### src/rtl/addr_arith_pkg.sv
package addr_arith_pkg;

  localparam int FLAG_W = 4;
  localparam int FZ = 3;
  localparam int FN = 2;
  localparam int FH = 1;
  localparam int FC = 0;

  typedef enum logic [2:0] {
    OP_ADD_PAIR = 3'd0,
    OP_INC      = 3'd1,
    OP_DEC      = 3'd2,
    OP_SPD_SP   = 3'd3,
    OP_SPD_HL   = 3'd4
  } aop_e;

  typedef enum logic [1:0] {
    DST_HL   = 2'd0,
    DST_SP   = 2'd1,
    DST_PAIR = 2'd2,
    DST_NONE = 2'd3
  } dst_e;

  // Carry leaving bit top_bit when x and y are summed with carry-in cin.
  function automatic logic ripple_carry(input logic [31:0] x, input logic [31:0] y,
                                        input logic cin, input int top_bit);
    logic c;
    c = cin;
    for (int i = 0; i < 32; i++) begin
      if (i <= top_bit) c = (x[i] & y[i]) | (c & (x[i] ^ y[i]));
    end
    return c;
  endfunction

endpackage

### src/rtl/hl_pair_adder.sv
module hl_pair_adder
  import addr_arith_pkg::*;
#(
  parameter int W = 16
) (
  input  logic [W-1:0]      hl,
  input  logic [W-1:0]      pair,
  input  logic [FLAG_W-1:0] fin,
  output logic [W-1:0]      sum,
  output logic [FLAG_W-1:0] fout
);
  localparam int HC_BIT = (W * 3) / 4 - 1;

  logic half_cy;
  logic full_cy;

  always_comb begin
    sum     = hl + pair;
    half_cy = ripple_carry(32'(hl), 32'(pair), 1'b0, HC_BIT);
    full_cy = ripple_carry(32'(hl), 32'(pair), 1'b0, W - 1);
    fout    = '0;
    fout[FZ] = fin[FZ];
    fout[FN] = 1'b0;
    fout[FH] = half_cy;
    fout[FC] = full_cy;
  end

  always_comb begin

    zero_keep_chk: assert (fout[FZ] == fin[FZ] && !fout[FN]);
  end
endmodule

### src/rtl/pair_stepper.sv
module pair_stepper #(
  parameter int W = 16
) (
  input  logic [W-1:0] val,
  input  logic         down,
  output logic [W-1:0] res
);
  always_comb res = down ? val - W'(1) : val + W'(1);

  always_comb begin

    inc_wrap_chk: assert (down || !(&val) || res == '0);

    dec_wrap_chk: assert (!down || (|val) || (&res));
  end
endmodule

### src/rtl/sp_disp_adder.sv
module sp_disp_adder
  import addr_arith_pkg::*;
#(
  parameter int W  = 16,
  parameter int DW = 8
) (
  input  logic [W-1:0]  sp,
  input  logic [DW-1:0] disp,
  output logic [W-1:0]  res,
  output logic          h_cy,
  output logic          c_cy
);
  localparam int EXT = W - DW;

  logic [W-1:0] disp_ext;

  always_comb begin
    disp_ext = {{EXT{disp[DW-1]}}, disp};
    res      = sp + disp_ext;
    h_cy     = ripple_carry(32'(sp[DW-1:0]), 32'(disp), 1'b0, DW / 2 - 1);
    c_cy     = ripple_carry(32'(sp[DW-1:0]), 32'(disp), 1'b0, DW - 1);
  end

  always_comb begin

    disp_zero_chk: assert (|disp || res == sp);
  end
endmodule

### src/rtl/addr_arith_unit.sv
module addr_arith_unit
  import addr_arith_pkg::*;
#(
  parameter int W  = 16,
  parameter int DW = 8
) (
  input  logic [2:0]        op_sel,
  input  logic [W-1:0]      opnd_a,
  input  logic [W-1:0]      opnd_b,
  input  logic [DW-1:0]     disp,
  input  logic [FLAG_W-1:0] flags_in,
  output logic [W-1:0]      result,
  output logic [FLAG_W-1:0] flags_out,
  output logic [1:0]        dest
);
  logic [W-1:0]      pair_sum;
  logic [FLAG_W-1:0] pair_flags;
  logic [W-1:0]      step_res;
  logic              step_down;
  logic [W-1:0]      spd_res;
  logic              spd_h;
  logic              spd_c;

  assign step_down = (op_sel == OP_DEC);

  hl_pair_adder #(.W(W)) u_pair (
    .hl(opnd_a), .pair(opnd_b), .fin(flags_in), .sum(pair_sum), .fout(pair_flags)
  );

  pair_stepper #(.W(W)) u_step (
    .val(opnd_a), .down(step_down), .res(step_res)
  );

  sp_disp_adder #(.W(W), .DW(DW)) u_spd (
    .sp(opnd_a), .disp(disp), .res(spd_res), .h_cy(spd_h), .c_cy(spd_c)
  );

  always_comb begin
    result    = opnd_a;
    flags_out = flags_in;
    dest      = DST_NONE;
    case (op_sel)
      OP_ADD_PAIR: begin
        result    = pair_sum;
        flags_out = pair_flags;
        dest      = DST_HL;
      end
      OP_INC, OP_DEC: begin
        result = step_res;
        dest   = DST_PAIR;
      end
      OP_SPD_SP, OP_SPD_HL: begin
        result    = spd_res;
        flags_out = '0;
        flags_out[FH] = spd_h;
        flags_out[FC] = spd_c;
        dest      = (op_sel == OP_SPD_SP) ? DST_SP : DST_HL;
      end
      default: ;
    endcase
  end

  always_comb begin

    step_flag_chk: assert (!(op_sel == OP_INC || op_sel == OP_DEC) || flags_out == flags_in);

    disp_zn_chk: assert (!(op_sel == OP_SPD_SP || op_sel == OP_SPD_HL) ||
                         (!flags_out[FZ] && !flags_out[FN]));

    disp_dest_chk: assert (!(op_sel == OP_SPD_SP || op_sel == OP_SPD_HL) ||
                           dest == ((op_sel == OP_SPD_SP) ? DST_SP : DST_HL));

    idle_pass_chk: assert (op_sel <= 3'd4 || (result == opnd_a && dest == DST_NONE));
  end
endmodule

### config.mk
export PLATFORM = sky130hd
export DESIGN_NAME = addr_arith_unit
export DESIGN_NICKNAME = d
export VERILOG_FILES = /design/src/rtl/addr_arith_pkg.sv /design/src/rtl/hl_pair_adder.sv /design/src/rtl/pair_stepper.sv /design/src/rtl/sp_disp_adder.sv /design/src/rtl/addr_arith_unit.sv
export SDC_FILE = /design/constraint.sdc
export NUM_CORES = 1
export LEC_CHECK = 0
export BUFFER_PORTS_ARGS = -buffer_cell sky130_fd_sc_hd__buf_2
export CORE_MARGIN = 10
export CORE_UTILIZATION = 30
export DETAILED_ROUTE_END_ITERATION = 12
export PLACE_DENSITY_LB_ADDON = 0.08
export SYNTH_ARGS = -nofsm -noshare
export SYNTH_HDL_FRONTEND = slang
export SYNTH_HIERARCHICAL = 1
export SYNTH_SLANG_ARGS = --single-unit
export TNS_END_PERCENT = 100
### constraint.sdc
create_clock -name vclk -period 6.65
set_input_delay 1.33 -clock vclk [all_inputs]
set_output_delay 1.33 -clock vclk [all_outputs]
set_load 0.05 [all_outputs]
Word-level counts from Yosys, hierarchy flattened:

Cells that the tools add are included.

* bits in registers: 0
* bits of input ports: 47
* output and inout port bits: 22
* word-level logic and storage cells: 106

* $add $sub $neg: 4
* equal/unequal tests: 4
* mux-type cells: 5
* bitwise operators: 90
* reductions and logical operators: 3

Operators with widths (count)
* one-hot mux 16 bit (3 select lines): 1
* bitwise AND 1 bit: 46
* adder 16 bit: 2
* OR 1 bit: 22
* bitwise XOR 1 bit: 22
* adder 16 x 1 -> 16 bit (second input constant): 1
* 2-to-1 mux 16 bit: 1
* subtractor 16 x 1 -> 16 bit (second input constant): 1
* one-hot mux 4 bit (2 select lines): 1
* equality test 3 x 2 -> 1 bit (second input constant): 2
* one-hot mux 2 bit (3 select lines): 1
* OR reduction 2 bit: 2
* equality test 3 x 1 -> 1 bit (second input constant): 1
* equality test 3 bit (second input constant): 1
* logical NOT 3 bit: 1
* 2-to-1 mux 1 bit: 1

Depth between registers and ports, before layout:

* depth in word-level cells: 32
* depth in mapped cells: 13
* mapped depth without buffers: 10

Modules after synthesis:

The synthesis kept the hierarchy.

By module, submodules not included
* addr_arith_unit: times used 1, cells an instance 117, area an instance 1002.2 µm², sequential area each 0.0 µm²
* hl_pair_adder: times used 1, cells an instance 118, area an instance 864.6 µm², sequential area each 0.0 µm²
* sp_disp_adder: times used 1, cells an instance 108, area an instance 808.3 µm², sequential area each 0.0 µm²
* pair_stepper: times used 1, cells an instance 101, area an instance 737.0 µm², sequential area each 0.0 µm²

Least setup slack after synthesis:

Ideal clock, no wire load.

* path type: input-to-output
* start: input port op_sel[2]
* end: output port result[12]
* arrival time: 5730 ps
* data required time: 5320 ps
* slack: -410 ps
* stages on the path: 11
* path buffers: 2
* cells stage by stage: clkbuf_1 -> buf_1 -> nor3b_1 -> ha_1 -> a21o_1 -> a311oi_2 -> nor3_1 -> o41ai_2 -> xnor2_1 -> mux2i_1 -> a221oi_1

* word-level cells in the longest chain between the ends: 3
* elaborated cells on any way between the ends: 9
* those cells by class: eq/ne: 4; mux: 2; reduce/logical: 3

RTL lines
* start: declaration: RTL line addr_arith_unit.sv:7 `input logic [2:0] op_sel,`
* equality test 3 x 2 -> 1 bit: RTL line addr_arith_unit.sv:24 `assign step_down = (op_sel == OP_DEC);`
* net step_down: RTL line addr_arith_unit.sv:19 `logic step_down;`
* 2-to-1 mux 16 bit: RTL line pair_stepper.sv:8 `always_comb res = down ? val - W'(1) : val + W'(1);`
* net step_res[12]: RTL line addr_arith_unit.sv:18 `logic [W-1:0] step_res;`
* one-hot mux 16 bit (3 select lines): RTL line addr_arith_unit.sv:42 `case (op_sel)`
* end: declaration: RTL line addr_arith_unit.sv:12 `output logic [W-1:0] result,`

The timed path passes the listed nets, and every way through them passes these cells.

Worst setup path after layout:

* start: input port op_sel[0]
* end: output port result[12]

The elaborated chain is that of the path after synthesis.

==> metrics.md <==
| Metric | Value |
|---|---|
| Yosys warns | `6` |
| First-pass GRT wire length | `18.02 mm` |
| Slowest stage cell, crit path | `a2111oi_0` |
| Relative slew slack | `between 50% and 60%` |
| Area growth, synth to finish | `11.37%` |
| Max-slew violations | `0` |
| WL final | `around 11 mm` |
| Hold depth | `3` |
| RSZ-0062 raised after global routing | `false` |
| Worst hold path class | `primary input to primary output` |
| F_max | `between 150 and 200 MHz` |
| GP Congestion | `~0.88` |
| Hpwl dp | `9.440 mm` |
| Core Region | `approximately 11000 um2` |
| Final period util | `87.83%` |
| Critical path arrival | `4.51 ns` |
| GR Overflow Total | `0` |
| Area of the mapped netlist | `~3400 um2` |
| Top cells by area, synth | `ha_1 17%, mux2i_1 11%, a21oi_1 6.7%` |
| Final hold viol count | `0` |
| Hold buffer count at CTS | `0` |
| Critical-path cell list | `buf_2 -> nor3b_2 -> buf_4 -> ha_1 -> a21oi_1 -> a2bb2oi_1 -> clkinv_1 -> o41ai_2 -> xnor2_1 -> a2111oi_0 -> a221oi_1 -> buf_2` |
| Mapped Avg Cell Area | `just under 8 um2` |
| Cts repair resizes | `0` |
| I/O Pins | `69` |
| Least-Margin Pin Slew | `between 0.6 and 0.7 ns` |
| Vias in the first global route | `about 3500` |
| Via Count | `3570` |
| Largest net degree at the start of global routing | `55` |
| Outcome | `completed` |
| Critical Path Most Common Cell | `buf_2` |
| Initial antenna violation count | `0` |
| Storage cell area | `0 um2` |
| Overall Global Routing Usage | `13.03%` |
| # fillers | `around 1200` |
| Clock buffer count | `0` |
| Most frequent cells in the layout | `69 x buf_2, 46 x a21oi_1, 45 x ha_1` |
| IO Port Bufs | `69` |
| Site row count | `38` |
| Hold Path End | `flags_out[2]` |
| Num sequential | `0` |
| Most common cell after layout, fill and taps aside | `buf_2` |
| Area of the multi-input gates | `~3200 um2` |
| Initial core utilization | `between 30% and 40%` |
| Maximum fanout along the worst path | `10` |
| Final TNS setup | `0 ns` |
| Layout cells sized above 1 | `19.19%` |
| Drt first-iter violations | `~170` |
| Chip Width | `126.6 um` |
| CP peak stage delay | `0.54 ns` |
| Critical path launch point type | `primary input` |
| Post-Synthesis Cells | `around 440` |
| Chip Height | `between 100 and 150 um` |
| Vias per cell | `roughly 5.6` |
| Max-Cap Viols | `0` |
| Yosys top cell area share | `~17%` |
| Final hold slack | `3.100 ns` |
| Setup violators final | `0` |
| DRT antenna net count | `0` |
| CP Capture Type | `primary output` |
| Setup CP Type | `primary input to primary output` |
| DRC | `0` |
| Area leader, netlist | `ha_1` |
| Antenna Cells | `0` |
| Drt first pass iters | `4` |
| Leakage | `around 1.7 nW` |
| Min Tclk post-route | `just under 6 ns` |
| Power per cell area | `114.4 nW/um2` |
| Hold Crit Start | `flags_in[2]` |
| Peak supply drop | `about 48 uV` |
| Die area | `16040 um2` |
| Nets | `approximately 600` |
| Setup Buffers After CTS | `0` |
| Final worst setup slack | `0.8092 ns` |
| Netlist cell types | `67` |
| Avg WL per Cell | `~18 um` |
| Syn Nets | `roughly 540` |
| Critical Path RT | `5.32 ns` |
| Worst slack, placed | `approximately 0.86 ns` |
| Register area share after synthesis | `0%` |
## cell usage after synthesis, types with 13 or more instances
cell and n:
nand2_1 23, xnor2_1 22, nor2b_1 20, inv_1 13, ha_1 45, a21oi_1 46
xor2_1 15, a221oi_1 17, a2111oi_0 16, nor2_1 23, o21ai_0 20, mux2i_1 36
## where the power goes
| group | leakage (nW) | internal [W] | total, W | switching, W |
|---|---|---|---|---|
| clock network | 0 | 0 | 0 | 0 |
| logic | 1.65 | 0.000160 | 0.000435 | 0.000274 |
| registers | 0 | 0 | 0 | 0 |
| total | 1.65 | 0.000160 | 0.000435 | 0.000274 |
## worst max-delay path: cells and delay by family
| kind | cells | cell delay [ns] |
|---|---|---|
| simple gates | 1 | 0.52 |
| compound gates | 5 | 1.41 |
| xor+xnor | 1 | 0.13 |
| buf+inv | 4 | 0.80 |
| fa+ha+maj | 1 | 0.30 |
## cell families after synthesis
family / count (synthesis) / share of synthesized area [%]
AO/OA/AOI/OAI: 169 / 35.97
XOR/XNOR: 37 / 9.498
adder cells (fa/ha/maj): 51 / 19.73
buffers and inverters: 37 / 6.674
multiplexers: 37 / 10.89
other: 1 / 0.1099
AND/OR/NAND/NOR: 112 / 17.13
## through the flow
stage	total power (W)	cells	instance area, um2	utilization, %
after CTS	0.0004371	635	3800	34.60
after detailed placement	0.0004354	635	3800	34.60
after global routing	0.0004786	635	3800	34.60
after global placement	0.0004347	635	3800	34.60
final	0.0004346	635	3800	34.60
after floorplan	0.0003363	444	3417	-
## layer usage
layer,wire length (um),GRT usage [%],vias up
li1,-,-,1832
met1,5432,17.98,1655
met2,5167,22.02,77
met3,552,1.333,6
met4,74,1.072,0
met5,0,0,-
## cell type report
class,count,share of cell area (%)
multi-input cells,407,83.93
repair buffers,74,10.08
well taps,140,4.610
inverters,14,1.383
## worst max-delay path by stage
stage | startpoint | to | slack, ns | depth (start not counted)
after CTS | op_sel[0] | result[12] | 0.84 | 12
after detailed placement | op_sel[0] | result[12] | 0.86 | 12
final | op_sel[0] | result[12] | 0.81 | 12
after global routing | op_sel[0] | result[12] | 0.53 | 12
after global placement | op_sel[0] | result[12] | 0.96 | 12
after floorplan | op_sel[1] | result[12] | 0.12 | 11
Power figures use the tool's default switching activity.
